<file path="src/rtl/mc_pkg.sv">
package mc_pkg;
  typedef enum logic [1:0] {
    MD_COMB  = 2'b00,
    MD_LATCH = 2'b01,
    MD_DREG  = 2'b10,
    MD_TREG  = 2'b11
  } mc_mode_e;
endpackage

</file>
<file path="src/rtl/mc_strobe_sel.sv">
module mc_strobe_sel (
  input  logic gclk0,
  input  logic gclk1,
  input  logic sel,
  output logic strobe
);
  always_comb begin
    strobe = sel ? gclk1 : gclk0;
  end
endmodule

</file>
<file path="src/rtl/mc_store.sv">
module mc_store
  import mc_pkg::*;
(
  input  logic     clk,
  input  logic     rst,
  input  mc_mode_e mode,
  input  logic     strobe,
  input  logic     d,
  output logic     val
);
  logic q;

  always_ff @(posedge clk) begin
    if (rst) begin
      q <= 1'b0;
    end else if (strobe) begin
      case (mode)
        MD_TREG: q <= q ^ d;
        default: q <= d;
      endcase
    end
  end

  always_comb begin
    case (mode)
      MD_COMB:  val = d;
      MD_LATCH: val = strobe ? d : q;
      default:  val = q;
    endcase
  end
endmodule

</file>
<file path="src/rtl/mc_cell.sv">
module mc_cell
  import mc_pkg::*;
#(
  parameter bit CAN_CAPTURE = 1'b0
) (
  input  logic       clk,
  input  logic       rst,
  input  logic       gclk0,
  input  logic       gclk1,
  input  logic       oe,
  input  logic       sum,
  input  logic       pin_i,
  input  logic [1:0] mode,
  input  logic       inv,
  input  logic       clk_sel,
  input  logic       in_cap,
  input  logic       fb_pin,
  output logic       pin_o,
  output logic       pin_oe,
  output logic       fb
);
  logic strobe;
  logic capturing;
  logic d_src;
  logic stored_val;

  mc_strobe_sel u_sel (
    .gclk0  (gclk0),
    .gclk1  (gclk1),
    .sel    (clk_sel),
    .strobe (strobe)
  );

  generate
    if (CAN_CAPTURE) begin : g_cap
      assign capturing = in_cap;
    end else begin : g_nocap
      assign capturing = 1'b0;
    end
  endgenerate

  assign d_src = capturing ? pin_i : sum;

  mc_store u_store (
    .clk    (clk),
    .rst    (rst),
    .mode   (mc_mode_e'(mode)),
    .strobe (strobe),
    .d      (d_src),
    .val    (stored_val)
  );

  always_comb begin
    pin_o  = stored_val ^ inv;
    pin_oe = oe & ~capturing;
    fb     = fb_pin ? pin_i : pin_o;
  end
endmodule

</file>
<file path="src/rtl/mc_bank.sv">
module mc_bank #(
  parameter int                CELLS    = 8,
  parameter logic [CELLS-1:0]  CAP_MASK = 8'hF0
) (
  input  logic                 clk,
  input  logic                 rst,
  input  logic                 gclk0,
  input  logic                 gclk1,
  input  logic                 oe,
  input  logic [CELLS-1:0]     sum,
  input  logic [CELLS-1:0]     pin_i,
  input  logic [2*CELLS-1:0]   cfg_mode,
  input  logic [CELLS-1:0]     cfg_inv,
  input  logic [CELLS-1:0]     cfg_clk_sel,
  input  logic [CELLS-1:0]     cfg_in_cap,
  input  logic [CELLS-1:0]     cfg_fb_pin,
  output logic [CELLS-1:0]     pin_o,
  output logic [CELLS-1:0]     pin_oe,
  output logic [CELLS-1:0]     fb
);
  localparam int MODE_W = 2;

  generate
    for (genvar i = 0; i < CELLS; i++) begin : g_cell
      mc_cell #(
        .CAN_CAPTURE (CAP_MASK[i])
      ) u_cell (
        .clk     (clk),
        .rst     (rst),
        .gclk0   (gclk0),
        .gclk1   (gclk1),
        .oe      (oe),
        .sum     (sum[i]),
        .pin_i   (pin_i[i]),
        .mode    (cfg_mode[MODE_W*i +: MODE_W]),
        .inv     (cfg_inv[i]),
        .clk_sel (cfg_clk_sel[i]),
        .in_cap  (cfg_in_cap[i]),
        .fb_pin  (cfg_fb_pin[i]),
        .pin_o   (pin_o[i]),
        .pin_oe  (pin_oe[i]),
        .fb      (fb[i])
      );
    end
  endgenerate
endmodule

</file>
<file path="config.mk">
export PLATFORM = sky130hd
export DESIGN_NAME = mc_bank
export DESIGN_NICKNAME = d
export VERILOG_FILES = /design/src/rtl/mc_pkg.sv /design/src/rtl/mc_strobe_sel.sv /design/src/rtl/mc_store.sv /design/src/rtl/mc_cell.sv /design/src/rtl/mc_bank.sv
export SDC_FILE = /design/constraint.sdc
export NUM_CORES = 1
export LEC_CHECK = 0
export BUFFER_PORTS_ARGS = -buffer_cell sky130_fd_sc_hd__buf_2
export CELL_PAD_IN_SITES_DETAIL_PLACEMENT = 1
export CELL_PAD_IN_SITES_GLOBAL_PLACEMENT = 1
export CORE_UTILIZATION = 29
export DETAILED_ROUTE_END_ITERATION = 8
export GPL_ROUTABILITY_DRIVEN = 0
export HOLD_SLACK_MARGIN = 0.02
export MAX_ROUTING_LAYER = met4
export PLACE_DENSITY = 0.82
export SLEW_MARGIN = 10
export SYNTH_ARGS = -nofsm -noshare
export SYNTH_HDL_FRONTEND = slang
export SYNTH_SLANG_ARGS = --single-unit
</file>
<file path="constraint.sdc">
create_clock -name clk -period 2.7 [get_ports clk]
set_input_delay 0.54 -clock clk [delete_from_list [all_inputs] [get_ports clk]]
set_output_delay 0.54 -clock clk [all_outputs]
set_load 0.005 [all_outputs]
</file>
==> results of run 1 <==
-- power by group through the flow --
stage	clock network (mW)	registers, mW	logic, mW
final	0.140	0.138	0.249
after global routing	0.156	0.140	0.276
after CTS	0.149	0.138	0.252
after detailed placement	0	0.140	0.251
after global placement	0	0.140	0.243
after floorplan	0	0.137	0.184
-- layout make-up --
type / count / area share
clock buffers: 3 / 0.02506
inverters: 6 / 0.01367
multi-input cells: 134 / 0.5573
repair buffers: 88 / 0.2673
flip-flops and latches: 8 / 0.09719
well taps: 52 / 0.03948
-- worst max-delay path by stage --
stage	end
floorplan	fb[4]
global placement	fb[4]
detailed placement	fb[4]
CTS	fb[4]
global route	fb[0]
finish	fb[4]
-- cell usage in the layout, fill, tap and decap left out, types with 5 or more instances in the layout --
| master | count |
|---|---|
| a21oi_1 | 12 |
| buf_2 | 88 |
| dfxtp_1 | 8 |
| inv_1 | 6 |
| mux2i_1 | 5 |
| nand2_1 | 14 |
| nand2b_1 | 5 |
| nand3_1 | 8 |
| nor2_1 | 16 |
| nor2b_1 | 10 |
| o211a_1 | 6 |
| o21ai_0 | 8 |
| xnor2_1 | 6 |
-- logic make-up (layout without fill, tap and decap cells) --
logic type / Yosys count / after routing / synth area share
flops: 8 / 8 / 0.1228
mux: 14 / 14 / 0.1334
xor+xnor: 8 / 8 / 0.05374
buf+inv: 33 / 97 / 0.1727
compound gates: 56 / 56 / 0.3109
simple gates: 56 / 56 / 0.2063
-- worst reg2reg max path, cell delays in order, from the launching register on --
cell     delay (ns)
dfxtp_1        0.33
or2b_1         0.23
a32oi_1        0.18
nor2_1         0.05
-- metal layers --
metal,GRT usage,wire length [um],up-vias
li1,-,-,740
met1,0.1525,1411,684
met2,0.2880,1917,41
met3,0.03801,187,0
met4,0.01587,0,0
met5,-,0,-
-- through the flow --
step           instance area [sq um]  setup WS, ns  total power [mW]  utilization  hold WS, ns
3_5_place_dp                    1607        0.3375            0.3913       0.3715       0.5089
4_1_cts                         1648        0.3323            0.5392       0.3811       0.5151
6_report                        1648        0.3490            0.5270       0.3811       0.5055
5_1_grt                         1648        0.1739            0.5715       0.3811       0.5406
2_1_floorplan                   1304        0.5660            0.3218            -       0.4739
3_3_place_gp                    1607        0.3691            0.3826       0.3715       0.4959
==> flow_metrics.tcl, run 1 <==
set metrics [dict create \
    status "finished clean" \
    setup_viol 0 \
    grt_max_degree 11 \
    power.internal_mw 0.3569 \
    largest_reg_flops 8 \
    postCtsHoldBufs 0 \
    yosysTopAreaCell "buf_4" \
    synth.most_common_cell "buf_4" \
    pwr-share-seq 0.262 \
    core_area_sq_mm 0.004324 \
    maxSlewHeadroom 0.7604 \
    reg2reg_to "g_cell[4].u_cell.u_store.q" \
    p_per_area_mw_per_mm2 319.8 \
    vdd_drop_max_v 0.0002042 \
    via_count 1465 \
    vias_per_cell 5.034 \
    reg2reg_depth 3 \
    multi_input_area_sq_um 918.4 \
    hold_violations 0 \
    cts_sinks 8 \
    critical_path.max_stage_delay_ns 0.34 \
    rsz0062_at_grt "no" \
    clockPowerShare 0.266 \
    fillers 591 \
    synth_top_area_share 0.1440 \
    rows 24 \
    cp_common_cell "buf_2" \
    grt_pass1_wl_um 5837 \
    holdCritStartpoint "g_cell[2].u_cell.u_store.q" \
    swShare 0.3229 \
    avgSynthCellArea_sq_um 7.450 \
    synth_area_sq_mm 0.001304 \
    worst-path-stages 6 \
    final.setup.tns_ns 0 \
    nNetsFinal 310 \
    postCtsSetupBuffers 0 \
    critPathLaunch "gclk0" \
    synth_edf_count 0 \
    fin_cells 291 \
    worstSetupStartpointType "primary input" \
    syn_inst 175 \
    r2r-start "g_cell[4].u_cell.u_store.q" \
    ys.flop_type "dfxtp_1" \
    worstHoldPathType "register to register" \
    drv_slew 0 \
    port_buffers 88 \
    first_pass_iters 2 \
    cts_root_buf "clkbuf_8" \
    h-tree-depth 1 \
    grt-ovfl-total 0 \
    grt_antenna_before_repair 0 \
    ant_nets 0 \
    combPwrFrac 0.472 \
    first_iter_violations 19 \
    yosys_register_bits 8 \
    cp.arrival_ns 1.81 \
    clock_skew_ns 0 \
    min_period_over_period 0.8707 \
    tightest_slew_ns 0.3503 \
    netlist_top_cells_area "buf_4 (14%), dfxtp_1 (12%), nor2b_1 (4.8%)" \
    die_h_um 69.05 \
    cts.clk_slew.worst_paths_ns 0.04 \
    cp_num_buf_inv 2 \
    synthTopCellsByCount "buf_4 (25), nor2_1 (16), nand2_1 (14), a21oi_1 (12), nor2b_1 (10)" \
    worstSetupPathType "primary input to output pin" \
    drcViolationCount 0 \
    grt_pass1_vias 1451 \
    synthArstFlopShare 0 \
    clk_path_buf_depth 2 \
    min_to "g_cell[2].u_cell.u_store.q" \
    syn_nets 244 \
    regArea_sq_um 160.2 \
    ff2ff_setup_slack_ns 1.79 \
    p_sw_mw 0.1702 \
    max_cap_violations 0 \
    crit_family "compound AO/OA/AOI/OAI gates" \
    antenna_cells 0 \
    max_freq_mhz 425.3 \
    clock_latency_ns 0.22 \
    cts_buffers 3 \
    drive_gt1_frac 0.4184 \
    crit_fanout 10 \
    start_util 0.3015 \
    reg_top3 "g_cell.u_cell.u_store.q: 8 flops" \
    post_cts_resize_count 0 \
    track_usage 0.1484 \
    fin_crit_ns 2.351 \
    cts_tree "done" \
    synth_warnings 0 \
    synth.distinct_cells 29 \
    critPathSlowestCell "a211o_1" \
    worstHoldPathCells 2 \
    leakage_nw 0.8788 \
    crit_chain "buf_2, mux2i_1, a211o_1, o211a_1, a221o_1, buf_2" \
    largest-register "g_cell.u_cell.u_store.q" \
    dp_cells 288 \
    worstPathRequired_ns 2.16 \
    area.growth.synth_to_final_pct 26.39 \
    hpwl_um 3056 \
    wl_per_cell_um 12.08 \
    worst_setup_path_end_kind "output pin" \
    die_w_um 69.05 \
    pin_count 93 \
    wl_um 3516 \
    die-area_sq_mm 0.004768 \
    yosysSeqAreaShare 0.1228 \
]
Note: power is estimated with default switching activity, not from simulation.
==> run 2, diff against run 1 <==
--- a/config.mk
+++ b/config.mk
@@ -6,14 +6,12 @@
 export NUM_CORES = 1
 export LEC_CHECK = 0
 export BUFFER_PORTS_ARGS = -buffer_cell sky130_fd_sc_hd__buf_2
-export CELL_PAD_IN_SITES_DETAIL_PLACEMENT = 1
-export CELL_PAD_IN_SITES_GLOBAL_PLACEMENT = 1
-export CORE_UTILIZATION = 29
+export CORE_UTILIZATION = 40
 export DETAILED_ROUTE_END_ITERATION = 8
 export GPL_ROUTABILITY_DRIVEN = 0
 export HOLD_SLACK_MARGIN = 0.02
 export MAX_ROUTING_LAYER = met4
-export PLACE_DENSITY = 0.82
+export PLACE_DENSITY = 0.76
 export SLEW_MARGIN = 10
 export SYNTH_ARGS = -nofsm -noshare
 export SYNTH_HDL_FRONTEND = slang
==> flow_metrics.tcl, run 2 (same netlist as run 1, synthesis figures left out) <==
set metrics [dict create \
    reg2reg_to "g_cell[7].u_cell.u_store.q" \
    tightest_slew_ns 0.3625 \
    cts_root_buf "clkbuf_4" \
    hold_violations 0 \
    first_pass_iters 4 \
    status "finished clean" \
    vdd_drop_max_v 0.0001710 \
    die_h_um 59.09 \
    cts.clk_slew.worst_paths_ns 0.06 \
    grt_max_degree 11 \
    worstSetupStartpointType "primary input" \
    fin_ws_ns 0.3914 \
    drcViolationCount 0 \
    worstHoldPathCells 2 \
    rsz0062_at_grt "no" \
    postCtsSetupBuffers 0 \
    wl_per_cell_um 10.00 \
    port_buffers 88 \
    nNetsFinal 310 \
    worstHoldPathType "register to register" \
    fin_crit_ns 2.309 \
    clock_latency_ns 0.25 \
    min_to "g_cell[3].u_cell.u_store.q" \
    worstSetupPathType "primary input to output pin" \
    grt_pass1_vias 1176 \
    post_cts_resize_count 0 \
    core_area_sq_mm 0.003078 \
    rows 20 \
    antenna_cells 0 \
    fillers 342 \
    cts_buffers 3 \
    clk_path_buf_depth 2 \
    max_freq_mhz 433.2 \
    worstPathRequired_ns 2.16 \
    wl_um 2830 \
    reg_top3 "g_cell.u_cell.u_store.q: 8 flops" \
    hold_slack_ns 0.5062 \
    min_period_over_period 0.8550 \
    final_cell_mix "buf_2 (88), nor2_1 (16), nand2_1 (14)" \
    ant_nets 0 \
    total_power_mw 0.4720 \
    vias_per_cell 4.979 \
    reg2reg_depth 3 \
    cts_tree "done" \
    h-tree-depth 1 \
    via_count 1409 \
    hpwl_um 2326 \
    drv_slew 0 \
    postCtsHoldBufs 0 \
    pin_count 93 \
    largest-register "g_cell.u_cell.u_store.q" \
    area.growth.synth_to_final_pct 24.18 \
    clock_skew_ns 0 \
    start_util 0.4236 \
    grt_antenna_before_repair 0 \
    first_iter_violations 30 \
    p_per_area_mw_per_mm2 291.5 \
    grt-ovfl-total 0 \
    drive_gt1_frac 0.4184 \
    holdCritStartpoint "g_cell[3].u_cell.u_store.q" \
    cts_sinks 8 \
    place_ws_ns 0.3773 \
    setup_viol 0 \
    maxSlewHeadroom 0.7521 \
    die_w_um 59.09 \
    ff2ff_setup_slack_ns 1.76 \
    worst_setup_path_end_kind "output pin" \
    crit_fanout 10 \
    track_usage 0.1681 \
    final.setup.tns_ns 0 \
    max_cap_violations 0 \
    r2r-start "g_cell[7].u_cell.u_store.q" \
    cp.arrival_ns 1.77 \
    die-area_sq_mm 0.003492 \
    largest_reg_flops 8 \
    layout_commonest_cell "buf_2" \
    leakage_nw 0.8710 \
    grt_pass1_wl_um 4505 \
]
==> run 2: changes by cell type in the layout (fill, tap and decap cells not counted) <==
cell      change
clkbuf_8      -3
clkbuf_4      +3
==> run 2: final cells by class <==
class	instances	area, sq um	area share
Inverter	6	22.52	0.01391
Sequential cell	8	160.2	0.09892
Multi-Input combinational cell	134	918.4	0.5672
Timing Repair Buffer	88	440.4	0.2720
Tap cell	44	55.05	0.03400
Clock buffer	3	22.52	0.01391
==> run 2: per-layer routing <==
metal,track usage,share of wire,vias to the layer above
met5,-,0,-
met4,0.03061,0,0
met3,0.02620,0.053,0
met2,0.3003,0.50,48
met1,0.2000,0.45,620
li1,-,-,741
==> run 2: critical path, stage by stage <==
cell,delay [ns]
buf_2,0.17
mux2i_1,0.28
a211o_1,0.20
o21ai_0,0.13
a221o_1,0.31
buf_2,0.13
==> run 2: power breakdown <==
part | total (mW) | internal (mW) | switching, mW
Clock | 0.0909 | 0.0508 | 0.0401
Sequential | 0.138 | 0.128 | 0.00969
Combinational | 0.244 | 0.132 | 0.112
==> run 2: how the worst max path moves through the flow <==
stage / startpoint / end / slack (ns) / depth (start not counted)
5_1_grt: gclk0 / fb[0] / 0.25 / 6
6_report: gclk1 / fb[7] / 0.39 / 6
2_1_floorplan: cfg_in_cap[4] / fb[4] / 0.57 / 5
3_5_place_dp: gclk0 / fb[7] / 0.38 / 6
3_3_place_gp: gclk0 / fb[7] / 0.40 / 6
4_1_cts: gclk0 / fb[7] / 0.38 / 6
==> run 2: through the flow <==
step / instances / util / area (sq um)
floorplan: 175 / - / 1304
global route: 283 / 0.5260 / 1619
detailed placement: 280 / 0.5187 / 1597
finish: 283 / 0.5260 / 1619
global placement: 280 / 0.5187 / 1597
CTS: 283 / 0.5260 / 1619
==> run 3, diff against run 2 <==
==> constraint.sdc (replaced) <==
create_clock -name clk -period 2.7 [get_ports clk]
set_input_delay 0.27 -clock clk [delete_from_list [all_inputs] [get_ports clk]]
set_output_delay 0.27 -clock clk [all_outputs]
set_load 0.005 [all_outputs]
==> flow_metrics.tcl, run 3 (same netlist as run 1, synthesis figures left out) <==
set metrics [dict create \
    status "finished clean" \
    critical_path.max_stage_delay_ns 0.34 \
    crit_family "compound AO/OA/AOI/OAI gates" \
    port_buffers 88 \
    cts_sinks 8 \
    grt_max_degree 11 \
    pin_count 93 \
    grt_pass1_vias 1182 \
    critPathSlowestCell "a211o_1" \
    vdd_drop_max_v 0.0001658 \
    largest-register "g_cell.u_cell.u_store.q" \
    first_iter_violations 50 \
    worst_setup_path_end_kind "output pin" \
    hold_violations 0 \
    min_period_over_period 0.6588 \
    setup_viol 0 \
    cts_tree "done" \
    place_ws_ns 0.9237 \
    drv_slew 0 \
    grt-ovfl-total 0 \
    nNetsFinal 310 \
    tightest_slew_ns 0.3699 \
    clock_latency_ns 0.25 \
    die_h_um 59.09 \
    worstHoldPathType "primary input to register" \
    cp.arrival_ns 1.51 \
    final_util 0.5260 \
    clk_path_buf_depth 2 \
    postCtsHoldBufs 0 \
    fillers 318 \
    p_per_area_mw_per_mm2 291.1 \
    h-tree-depth 1 \
    max_freq_mhz 562.2 \
    fin_crit_ns 1.779 \
    fin_ws_ns 0.9212 \
    die_w_um 59.09 \
    start_util 0.4236 \
    die-area_sq_mm 0.003492 \
    cp_common_cell "buf_2" \
    largest_reg_flops 8 \
    hpwl_um 2291 \
    cp_num_buf_inv 2 \
    rows 20 \
    core_area_sq_mm 0.003078 \
    worstSetupPathType "primary input to output pin" \
    cts_buffers 3 \
    antenna_cells 0 \
    wl_per_cell_um 9.678 \
    grt_pass1_wl_um 4505 \
    max_cap_violations 0 \
    worstSetupStartpointType "primary input" \
    rsz0062_at_grt "no" \
    drcViolationCount 0 \
    final_cell_mix "buf_2 (88), nor2_1 (16), nand2_1 (14)" \
    vias_per_cell 4.933 \
    post_cts_resize_count 0 \
    layout_commonest_cell "buf_2" \
    clock_skew_ns 0 \
    wl_um 2739 \
    reg_top3 "g_cell.u_cell.u_store.q: 8 flops" \
    final.setup.tns_ns 0 \
    worstPathRequired_ns 2.43 \
    drive_gt1_frac 0.4184 \
    via_count 1396 \
    maxSlewHeadroom 0.7470 \
    area.growth.synth_to_final_pct 24.18 \
    leakage_nw 0.8710 \
    cts_root_buf "clkbuf_4" \
    crit_fanout 10 \
    first_pass_iters 4 \
    postCtsSetupBuffers 0 \
    crit_chain "buf_2, mux2i_1, a211o_1, o211a_1, a221o_1, buf_2" \
    grt_antenna_before_repair 0 \
    cts.clk_slew.worst_paths_ns 0.06 \
    track_usage 0.1704 \
    ant_nets 0 \
]
run 3: tightest hold or removal path: cells and delay by family:
| kind | cells | cell delay [ns] |
|---|---|---|
| buffers and inverters | 1 | 0.11 |
| AO/OA/AOI/OAI | 1 | 0.05 |
| AND/OR/NAND/NOR | 1 | 0.05 |
run 3: power by group:
| group | internal (mW) | total, mW | switching [mW] | leakage (nW) |
|---|---|---|---|---|
| logic | 0.132 | 0.243 | 0.111 | 0.791 |
| clock network | 0.0509 | 0.0912 | 0.0403 | 0.0138 |
| registers | 0.128 | 0.137 | 0.00941 | 0.0661 |
run 3: metrics by stage:
stage	power [mW]	cells	hold WS [ns]	cell area [sq um]
2_1_floorplan	0.3218	175	0.4105	1304
3_3_place_gp	0.3793	280	0.4926	1597
3_5_place_dp	0.3836	280	0.5059	1597
4_1_cts	0.4797	283	0.2730	1619
5_1_grt	0.5211	283	0.2753	1619
6_report	0.4714	283	0.2854	1619
run 3: worst paths after layout:
check | start | to | slack (ns) | depth (start not counted)
setup / recovery | gclk0 | fb[7] | 0.92 | 6
hold / removal | sum[1] | g_cell[1].u_cell.u_store.q | 0.29 | 3
setup reg to reg | g_cell[5].u_cell.u_store.q | g_cell[5].u_cell.u_store.q | 1.78 | 3
hold reg to reg | g_cell[2].u_cell.u_store.q | g_cell[2].u_cell.u_store.q | 0.51 | 2
run 3: layout make-up:
| type | instances | area (sq um) | share of cell area |
|---|---|---|---|
| Tap cell | 44 | 55.05 | 0.03400 |
| Timing Repair Buffer | 88 | 440.4 | 0.2720 |
| Sequential cell | 8 | 160.2 | 0.09892 |
| Clock buffer | 3 | 22.52 | 0.01391 |
| Inverter | 6 | 22.52 | 0.01391 |
| Multi-Input combinational cell | 134 | 918.4 | 0.5672 |
run 3: per-layer routing:
metal	GRT usage	wire, um	up-vias
met5	-	0	-
met4	0.02041	0	0
met3	0.04585	122	0
met2	0.3101	1331	43
met1	0.1904	1285	608
li1	-	-	745
